$ cat src/rtl/qacc_pkg.sv
package qacc_pkg;
  // Strobes from the control to the datapath
  typedef struct packed {
    logic up;
    logic down;
    logic clear;
  } qaccCtrl_t;

  localparam logic [1:0] CODE_NONE = 2'b00;
  localparam logic [1:0] CODE_FWD  = 2'b01;
  localparam logic [1:0] CODE_DBL  = 2'b10;
  localparam logic [1:0] CODE_BWD  = 2'b11;
endpackage

$ cat src/rtl/qacc_ctrl.sv
module qacc_ctrl
  import qacc_pkg::*;
#(
  parameter int CODE_W = 4,
  parameter int BASE_LEN = 10,
  parameter int STEP_LEN = 40,
  parameter int SCALED_CODES = 8
) (
  input  logic              clk,
  input  logic              rstN,
  input  logic              sampleValid,
  input  logic [1:0]        sampleCode,
  input  logic [CODE_W-1:0] periodCode,
  input  logic              readClear,
  output qaccCtrl_t         ctrl,
  output logic              reportRdy,
  output logic              dblRdy
);
  localparam int MAX_LEN = (STEP_LEN * (SCALED_CODES - 1) > BASE_LEN)
                           ? STEP_LEN * (SCALED_CODES - 1) : BASE_LEN;
  localparam int CNT_W = $clog2(MAX_LEN + 1);

  logic [CNT_W-1:0] cnt;
  logic [CNT_W-1:0] periodLen;
  logic [CNT_W:0]   cntInc;
  logic             sawStep, sawDbl;
  logic             isStep, isDbl, closing;

  function automatic logic [CNT_W-1:0] lenOf(input logic [CODE_W-1:0] c);
    if (c == '0) return CNT_W'(BASE_LEN);
    else if (int'(c) < SCALED_CODES) return CNT_W'(STEP_LEN * int'(c));
    else return CNT_W'(1);
  endfunction

  assign periodLen = lenOf(periodCode);
  assign isStep  = sampleValid && (sampleCode == CODE_FWD || sampleCode == CODE_BWD);
  assign isDbl   = sampleValid && (sampleCode == CODE_DBL);
  assign cntInc  = {1'b0, cnt} + 1'b1;
  assign closing = sampleValid && (cntInc >= {1'b0, periodLen});

  assign ctrl.up    = sampleValid && (sampleCode == CODE_FWD);
  assign ctrl.down  = sampleValid && (sampleCode == CODE_BWD);
  assign ctrl.clear = readClear;

  always_ff @(posedge clk or negedge rstN) begin
    if (!rstN) begin
      cnt       <= '0;
      sawStep   <= 1'b0;
      sawDbl    <= 1'b0;
      reportRdy <= 1'b0;
      dblRdy    <= 1'b0;
    end else if (closing) begin
      cnt       <= '0;
      sawStep   <= 1'b0;
      sawDbl    <= 1'b0;
      reportRdy <= sawStep || isStep;
      dblRdy    <= sawDbl || isDbl;
    end else begin
      reportRdy <= 1'b0;
      dblRdy    <= 1'b0;
      if (sampleValid) begin
        cnt     <= cntInc[CNT_W-1:0];
        sawStep <= sawStep || isStep;
        sawDbl  <= sawDbl || isDbl;
      end
    end
  end

  // a report pulse only follows a sample strobe
  a_r7_report_after_strobe: assert property (@(posedge clk) disable iff (!rstN)
    reportRdy |-> $past(sampleValid));
  // a double pulse only follows a sample strobe
  a_r8_dbl_after_strobe: assert property (@(posedge clk) disable iff (!rstN)
    dblRdy |-> $past(sampleValid));
  // the count never reaches the longest period
  a_r9_count_bound: assert property (@(posedge clk) disable iff (!rstN)
    int'(cnt) < MAX_LEN);
  // idle cycles leave the count alone
  a_r9_idle_hold: assert property (@(posedge clk) disable iff (!rstN)
    !sampleValid |=> $stable(cnt));
endmodule

$ cat src/rtl/qacc_datapath.sv
module qacc_datapath
  import qacc_pkg::*;
#(
  parameter int ACC_W = 11,
  parameter int OUT_W = 32
) (
  input  logic             clk,
  input  logic             rstN,
  input  qaccCtrl_t        ctrl,
  output logic [OUT_W-1:0] accOut,
  output logic [OUT_W-1:0] snapOut,
  output logic             accOverflow
);
  localparam logic [ACC_W-1:0] ACC_MAX = {1'b0, {(ACC_W-1){1'b1}}};
  localparam logic [ACC_W-1:0] ACC_MIN = {1'b1, {(ACC_W-1){1'b0}}};
  localparam int EXT_W = OUT_W - ACC_W;

  logic [ACC_W-1:0] acc, snap, base, accNext;
  logic             dropUp, dropDown;

  always_comb begin
    base     = ctrl.clear ? '0 : acc;
    dropUp   = ctrl.up && (base == ACC_MAX);
    dropDown = ctrl.down && (base == ACC_MIN);
    accNext  = base;
    if (ctrl.up && !dropUp) accNext = base + 1'b1;
    else if (ctrl.down && !dropDown) accNext = base - 1'b1;
  end

  always_ff @(posedge clk or negedge rstN) begin
    if (!rstN) begin
      acc         <= '0;
      snap        <= '0;
      accOverflow <= 1'b0;
    end else begin
      acc         <= accNext;
      accOverflow <= dropUp || dropDown;
      if (ctrl.clear) snap <= acc;
    end
  end

  assign accOut  = {{EXT_W{acc[ACC_W-1]}}, acc};
  assign snapOut = {{EXT_W{snap[ACC_W-1]}}, snap};

  // a dropped step leaves the sum where it was
  a_r3_drop_keeps_value: assert property (@(posedge clk) disable iff (!rstN)
    accOverflow |-> acc == $past(acc));
  // drops happen only at a range limit
  a_r3_drop_at_limit: assert property (@(posedge clk) disable iff (!rstN)
    accOverflow |-> ($past(acc) == ACC_MAX || $past(acc) == ACC_MIN));
  // the snapshot takes the pre-clear value
  a_r4_snapshot: assert property (@(posedge clk) disable iff (!rstN)
    ctrl.clear |=> snap == $past(acc));
endmodule

$ cat src/rtl/qacc_top.sv
module qacc_top #(
  parameter int ACC_W = 11,
  parameter int BASE_LEN = 10,
  parameter int STEP_LEN = 40,
  parameter int SCALED_CODES = 8
) (
  input  logic        clk,
  input  logic        rstN,
  input  logic        sampleValid,
  input  logic [1:0]  sampleCode,
  input  logic [3:0]  periodCode,
  input  logic        readClear,
  output logic [31:0] accOut,
  output logic [31:0] snapOut,
  output logic        reportRdy,
  output logic        dblRdy,
  output logic        accOverflow
);
  import qacc_pkg::*;

  qaccCtrl_t ctrl;

  qacc_ctrl #(
    .CODE_W(4), .BASE_LEN(BASE_LEN), .STEP_LEN(STEP_LEN), .SCALED_CODES(SCALED_CODES)
  ) uCtrl (
    .clk(clk), .rstN(rstN), .sampleValid(sampleValid), .sampleCode(sampleCode),
    .periodCode(periodCode), .readClear(readClear), .ctrl(ctrl),
    .reportRdy(reportRdy), .dblRdy(dblRdy)
  );

  qacc_datapath #(.ACC_W(ACC_W), .OUT_W(32)) uData (
    .clk(clk), .rstN(rstN), .ctrl(ctrl),
    .accOut(accOut), .snapOut(snapOut), .accOverflow(accOverflow)
  );

  // a double-transition marker does not move the sum
  a_r2_double_ignored: assert property (@(posedge clk) disable iff (!rstN)
    (sampleValid && sampleCode == CODE_DBL && !readClear) |=> accOut == $past(accOut));
endmodule

$ cat config.mk
export PLATFORM = sky130hd
export DESIGN_NAME = qacc_top
export DESIGN_NICKNAME = d
export VERILOG_FILES = /design/src/rtl/qacc_pkg.sv /design/src/rtl/qacc_ctrl.sv /design/src/rtl/qacc_datapath.sv /design/src/rtl/qacc_top.sv
export SDC_FILE = /design/constraint.sdc
export NUM_CORES = 1
export LEC_CHECK = 0
export ABC_AREA = 1
export BUFFER_PORTS_ARGS = -buffer_cell sky130_fd_sc_hd__buf_2
export CORE_MARGIN = 8
export CORE_UTILIZATION = 40
export CTS_CLUSTER_DIAMETER = 40
export DETAILED_ROUTE_END_ITERATION = 12
export HOLD_SLACK_MARGIN = 0.08
export PLACE_DENSITY_LB_ADDON = 0.1
export SETUP_SLACK_MARGIN = 0.15
export SYNTH_ARGS = -nofsm -noshare
export SYNTH_HDL_FRONTEND = slang
export SYNTH_SLANG_ARGS = --single-unit
$ cat constraint.sdc
create_clock -name clk -period 2.3 [get_ports clk]
set_input_delay 0.575 -clock clk [delete_from_list [all_inputs] [get_ports clk]]
set_output_delay 0.575 -clock clk [all_outputs]
set_load 0.1 [all_outputs]
==> results.tsv, run 1 <==
stage	metric	value	unit
outcome	outcome	finished, violations left	
outcome	violations	setup timing	
worst_setup_path	cp_cell_sequence	buf_12 -> inv_12 -> ha_4 -> inv_4 -> ha_4 -> inv_2 -> fa_1 -> nor2_1 -> nand2_1 -> ha_4 -> nand2_2 -> nand2_2 -> a21oi_2 -> nand3_2 -> nor2_4 -> nand2_4 -> nand2_2 -> nor2_1	
cts	cts_tree	built	
worst_setup_path	slowest_delay	400	ps
global_route	grtUsageTotal	14.7	%
logic_synthesis	yosysMostFrequentCell	nand2_1	
floorplanning	die_w	100	microns
worst_hold_path	hp-class	in2async	
worst_setup_path	arrival	2710	ps
detailed_routing	num_vias	2455	
detailed_routing	first_iter_violations	131	
worst_setup_path	reg2reg_slack	-70	ps
layout	fin_cells	546	
sta	period_needed	2530	ps
floorplanning	row_count	30	
sta	fmax	396	MHz
sta	finalSetupViolCount	13	
place	placed_cells	536	
logic_synthesis	synth_warnings	0	
power	power	3.55	mW
layout	final_nets	475	
sta	tightestPinTransition	506	ps
cts	cts_htree_levels	2	
power	clkPwrFrac	13.9	%
logic_synthesis	syn_inst	390	
logic_synthesis	synthFlopType	dfrtp_1	
worst_setup_path	path_max_fanout	8	
place	place_ws	-708	ps
sta	max-slew-margin-rel	66.2	%
power	ir_worst_vdd	0.391	mV
logic_synthesis	syn_nets	416	
sta	rsz0062_at_grt	true	
floorplanning	fp.dieH	100	microns
cts	cts_num_sinks	36	
layout	area_growth	20.8	%
detailed_routing	drc	0	
cts	clkTransAtPathRegs	70	ps
power	seqPwrFrac	24.2	%
cts	clockBufferDepth	2	
worst_setup_path	worstPathRequired	2480	ps
worst_setup_path	end_kind	flip-flop	
floorplanning	core	0.00683	sq mm
global_route	grt_pass1_vias	2393	
global_route	antenna_found_initial	0	
logic_synthesis	yosys-top-cells-count	nand2_1 (114), inv_1 (43), buf_4 (42)	
logic_synthesis	synth_seq_cells	36	
detailed_routing	vias_per_cell	4.50	
power	power.density	1040	mW/mm^2
layout	num-fill-cells	707	
logic_synthesis	syn-cell-area	0.00283	sq mm
logic_synthesis	ys_async_sr_fraction	100	%
cts	clk_latency	290	ps
cts	root_buffer	clkbuf_8	
power	comb_power_share	61.9	%
logic_synthesis	yosysTopAreaCell	dfrtp_1	
power	p_leak	1.95	nW
power	intPower	1.49	mW
worst_setup_path	critPathLaunchType	primary input	
detailed_routing	wl_per_cell	12.9	microns
sta	final_hold_viol_count	0	
worst_setup_path	startpoint	periodCode[3]	
worst_setup_path	worstSetupPathType	in2reg	
layout	drive_gt1_share	35.8	%
floorplanning	initial_core_util	41.4	%
global_route	grt_pass1_wl	11900	microns
logic_synthesis	synth_cell_type_count	38	
power	sw_frac_of_total	58.2	%
global_route	gr-total-overflow	0	
logic_synthesis	yosysTopAreaCellShare	31.8	%
sta	finalClockSkew	5.96	ps
sta	finalCritPeriodShare	110	%
logic_synthesis	synth.top_cells.by_area	dfrtp_1 (32%), nand2_1 (15%), buf_4 (11%), ha_1 (6.6%), inv_1 (5.7%)	
power	power.switching	2.07	mW
sta	setup_ws	-226	ps
sta	finalMaxSlewViolations	0	
detailed_routing	wirelength	7040	microns
flow_run	drv_cap	0	
layout	diodes	0	
cts	numCtsBuffers	5	
detailed_routing	dr.pass1.iters	4	
logic_synthesis	synth-seq-area-share	31.8	%
logic_synthesis	synth-edff-count	0	
floorplanning	io_pins	77	
global_route	grt_max_degree	28	
worst_setup_path	rr_startpoint	uCtrl.cnt[0]	
place	io_buffers	76	
place	dp_hpwl	5580	microns
sta	fin_tns_setup	-2630	ps
detailed_routing	ant_nets	0	
logic_synthesis	syn-mean-instance-area	7.25	sq um
worst_setup_path	worst_path_max_delay_cell	fa_1	
floorplanning	die-area	0.0100	sq mm
cts	ctsHoldBuffers	0	
place	gp_congestion	0.865	
## final cells by class
type                       count  area (sq um)  share of cell area [%]
tap                           96           120                    3.51
timing repair buffer         101           593                    17.3
multi-input combinational    256          1500                    43.8
inverter                      49           206                    6.04
clock inverter                 2          13.8                   0.403
clock buffer                   6          82.6                    2.42
sequential                    36           906                    26.5
## through the flow
stage / hold slack, ps / area, sq um / util (%)
after floorplan: 279 / 2890 / -
after global placement: 455 / 3200 / 46.9
after detailed placement: 459 / 3200 / 46.9
after CTS: 247 / 3400 / 49.7
after global routing: 277 / 3420 / 50.0
final: 247 / 3420 / 50.0
## what timing repair did
action,4_1_cts,5_1_grt
endpoints found under the setup margin,13,13
resized for setup,19,5
gates cloned,0,0
buffers inserted,1,1
pin swaps,16,0
## final timing paths
| check | end | cells after the start |
|---|---|---|
| max reg2reg | uCtrl.reportRdy | 14 |
| min | uCtrl.dblRdy | 1 |
| min in group clk | uData.snap[1] | 2 |
| min reg2reg | uData.snap[1] | 2 |
| max | uCtrl.reportRdy | 18 |
| max in group asynchronous | uData.acc[0] | 2 |
## kinds of logic after synthesis
logic type,count (synthesis),synth area share [%]
AOI/OAI and AO/OA,36,6.94
xor gates and xnor gates,8,2.48
adders and majority gates,16,7.34
buffers and inverters,98,19.6
DFF,36,31.8
muxes,1,0.354
and+or+nand+nor,195,31.4
## state kept, by name, summed over array words and instances (netlist names)
| signal | count |
|---|---|
| uData.acc | 11 |
| uData.snap | 11 |
| uCtrl.cnt | 9 |
| uCtrl.dblRdy | 1 |
| uCtrl.reportRdy | 1 |
| uCtrl.sawDbl | 1 |
| uCtrl.sawStep | 1 |
| uData.accOverflow | 1 |
## layout by cell type (no fill, tap or decap), drive strengths merged
cell and instances:
a21boi 1, a21o 1, a21oi 10, a31o 1, and2 1, buf 101, clkbuf 6, clkinv 1
dfrtp 36, fa 1, ha 15, inv 50, mux2i 1, nand2 125, nand3 22, nand4 6
nor2 32, nor3 7, nor4 1, o21ai 20, o21bai 1, o31ai 2, or2 1, xnor2 1
xor2 7
## power by group through the flow
| stage | registers [mW] | logic (mW) | clock network (mW) |
|---|---|---|---|
| 4_1_cts | 0.861 | 2.18 | 0.519 |
| 5_1_grt | 0.879 | 2.35 | 0.543 |
| 3_5_place_dp | 0.872 | 2.08 | 0 |
| 2_1_floorplan | 1.31 | 1.35 | 0 |
| 6_report | 0.860 | 2.20 | 0.492 |
| 3_3_place_gp | 0.870 | 2.08 | 0 |
## routing by layer
layer	vias to the layer above	track usage [%]	wire length, microns
met1	1074	19.4	3440
met2	79	22.1	2940
met5	-	0	0
li1	1298	-	-
met4	0	4.53	52
met3	4	4.84	602
## worst max-delay path: cells and delay by family
kind	cells	cell delay (ps)
compound gates	1	120
fa+ha+maj	4	1030
buf+inv	4	190
simple gates	9	790
Power figures use the tool's default switching activity.
==> run 2, diff against run 1 <==
--- a/config.mk
+++ b/config.mk
@@ -7,7 +7,7 @@
 export LEC_CHECK = 0
 export ABC_AREA = 1
 export BUFFER_PORTS_ARGS = -buffer_cell sky130_fd_sc_hd__buf_2
-export CORE_MARGIN = 8
+export CORE_MARGIN = 10
 export CORE_UTILIZATION = 40
 export CTS_CLUSTER_DIAMETER = 40
 export DETAILED_ROUTE_END_ITERATION = 12
@@ -17,3 +17,4 @@
 export SYNTH_ARGS = -nofsm -noshare
 export SYNTH_HDL_FRONTEND = slang
 export SYNTH_SLANG_ARGS = --single-unit
+export TNS_END_PERCENT = 30
==> run 2 against run 1 <==
Compared with the run above: the flow still finishes with violations (setup timing); non-clock buffer count shrank 2; die area grew 8.2%; worst hold slack got worse by 82 ps; setup slack improved by 22 ps; largest power group unchanged.
==> results.tsv, run 2 (synthesis gave the netlist of run 1 again) <==
stage	metric	value	unit	change
floorplanning	row_count	30		unchanged
worst_setup_path	worstSetupPathType	in2reg		
detailed_routing	drc	0		unchanged
layout	layout.area.seq	905	sq um	-0.14%
floorplanning	io_pins	77		unchanged
worst_setup_path	arrival	2690	ps	-20 ps
place	dp_hpwl	5730	microns	+2.6%
detailed_routing	ant_nets	0		unchanged
layout	drive_gt1_share	34.2	%	-1.6 points
detailed_routing	dr.pass1.iters	4		unchanged
cts	cts_tree	built		
floorplanning	core	0.00683	sq mm	unchanged
layout	area_growth	21.5	%	
sta	finalSetupViolCount	13		unchanged
sta	fin_tns_setup	-2460	ps	+172 ps
worst_setup_path	slowest_delay	400	ps	about the same
outcome	violations	setup timing		
cts	clk_latency	300	ps	about the same
floorplanning	fp.dieH	104	microns	+4.0%
power	power	3.61	mW	+1.5%
cts	ctsHoldBuffers	0		unchanged
layout	top_regs	uData.acc x11, uData.snap x11, uCtrl.cnt x9		
cts	cts_htree_levels	2		unchanged
detailed_routing	num_vias	2471		+0.65%
floorplanning	die_w	104	microns	+4.0%
sta	finalCritPeriodShare	109	%	-0.95 points
worst_setup_path	cp_cell_sequence	buf_12 -> inv_12 -> ha_4 -> inv_4 -> ha_4 -> inv_2 -> fa_1 -> nor2_1 -> nand2_1 -> ha_4 -> nand2_2 -> nand2_1 -> a21oi_2 -> nand3_2 -> nor2_4 -> nand2_4 -> nand2_2 -> nor2_1		
sta	final_hold_viol_count	0		unchanged
layout	final_common_cell	nand2_1		
detailed_routing	wl_per_cell	13.1	microns	+1.8%
layout	final_nets	473		-0.42%
detailed_routing	wirelength	7140	microns	+1.4%
layout	num-fill-cells	712		+0.71%
cts	root_buffer	clkbuf_8		
cts	cts_setup_buffers	0		-1
sta	setup_ws	-204	ps	+22.0 ps
cts	cts_num_sinks	36		unchanged
sta	finalClockSkew	8.47	ps	+2.51 ps
worst_setup_path	worstPathRequired	2490	ps	about the same
sta	max-slew-margin-rel	65.0	%	-1.3 points
worst_setup_path	critPathTopFamily	adder cells		
detailed_routing	vias_per_cell	4.54		+1.0%
outcome	outcome	finished, violations left		
cts	clkTransAtPathRegs	80	ps	about the same
worst_setup_path	critPathLaunchType	primary input		
sta	tightestPinTransition	525	ps	+19.0 ps
worst_setup_path	path_max_fanout	8		unchanged
worst_setup_path	cp_common_cell	ha_4		
worst_setup_path	cp_num_buf_inv	4		unchanged
global_route	grt_pass1_wl	11700	microns	-1.8%
floorplanning	die-area	0.0108	sq mm	+8.2%
layout	diodes	0		unchanged
place	gp_congestion	0.855		-1.2%
sta	whs	165	ps	-81.9 ps
layout	multi_input_area	0.00148	sq mm	-1.0%
global_route	grtUsageTotal	12.7	%	-2.0 points
power	power.density	1050	mW/mm^2	+0.97%
global_route	grt_max_degree	28		unchanged
cts	clockBufferDepth	2		unchanged
sta	period_needed	2500	ps	-22.0 ps
sta	rsz0062_at_grt	true		
layout	layout_common_cells	nand2_1 (112), buf_2 (60), inv_1 (40), dfrtp_1 (33), nor2_1 (26)		
place	io_buffers	76		unchanged
power	p_leak	1.95	nW	+0.14%
global_route	antenna_found_initial	0		unchanged
global_route	grt_pass1_vias	2313		-3.3%
flow_run	drv_cap	0		unchanged
worst_hold_path	hp-class	in2async		
detailed_routing	first_iter_violations	144		+9.9%
worst_setup_path	end_kind	flip-flop		
cts	numCtsBuffers	5		unchanged
sta	fmax	399	MHz	+0.88%
power	ir_worst_vdd	0.406	mV	+3.8%
floorplanning	initial_core_util	41.4	%	unchanged
global_route	gr-total-overflow	0		unchanged
sta	finalMaxSlewViolations	0		unchanged
place	place_ws	-745	ps	-37.3 ps
worst_setup_path	worst_path_max_delay_cell	fa_1		
[run 2: layer usage]
layer	vias up	share of wire, %	global-route usage (%)
li1	1301	-	-
met1	1091	49	17.8
met2	72	42	18.2
met3	7	7.8	4.21
met4	0	1.1	3.28
met5	-	0	0
[run 2: timing repair]
item / CTS / global route
setup endpoints to repair: 13 / 37
gates resized for setup: 15 / 20
pin swaps: 11 / 1
[run 2: per-stage QoR]
step,cell area [sq um],std cells,util [%]
3_5_place_dp,3200,536,46.8
4_1_cts,3370,544,49.3
3_3_place_gp,3200,536,46.8
5_1_grt,3440,544,50.3
2_1_floorplan,2890,390,-
6_report,3440,544,50.3
[run 2: final timing paths]
check / startpoint / end / slack, ps / cells after the start
worst max-delay path: periodCode[3] / uCtrl.reportRdy / -200 / 18
worst min-delay path: rstN / uCtrl.cnt[4] / 160 / 1
worst max register to register: uCtrl.cnt[0] / uCtrl.reportRdy / -50 / 14
worst min register to register: uData.snap[5] / uData.snap[5] / 470 / 2
max in group asynchronous: rstN / uData.acc[1] / 1640 / 2
min in group clk: uData.snap[5] / uData.snap[5] / 470 / 2
[run 2: final cells by class]
| cell class | instances | share of cell area (%) |
|---|---|---|
| clock buffer | 5 | 2.00 |
| clock inverter | 3 | 1.24 |
| inverter | 49 | 6.01 |
| multi-input combinational | 256 | 43.1 |
| sequential | 36 | 26.3 |
| tap | 96 | 3.49 |
| timing repair buffer | 99 | 17.8 |
[run 2: worst reg2reg max path, cell delays in order (launching register included)]
cell      delay, ps
dfrtp_1         400
ha_1            180
nand2_1          50
nor2_1          210
nand2_1         100
o21ai_0         200
and2_1          160
ha_1            240
nand3_2          80
o21bai_1        130
nand3_2         110
nor2_4          130
nand2_4         100
nand2_2         100
nor2_1           40
[run 2: power breakdown]
group	total (mW)	switching (mW)	internal [mW]	leakage [nW]
sequential	0.863	0.108	0.755	0.475
clock	0.579	0.258	0.321	0.0541
combinational	2.17	1.69	0.480	1.42
total	3.61	2.05	1.56	1.95
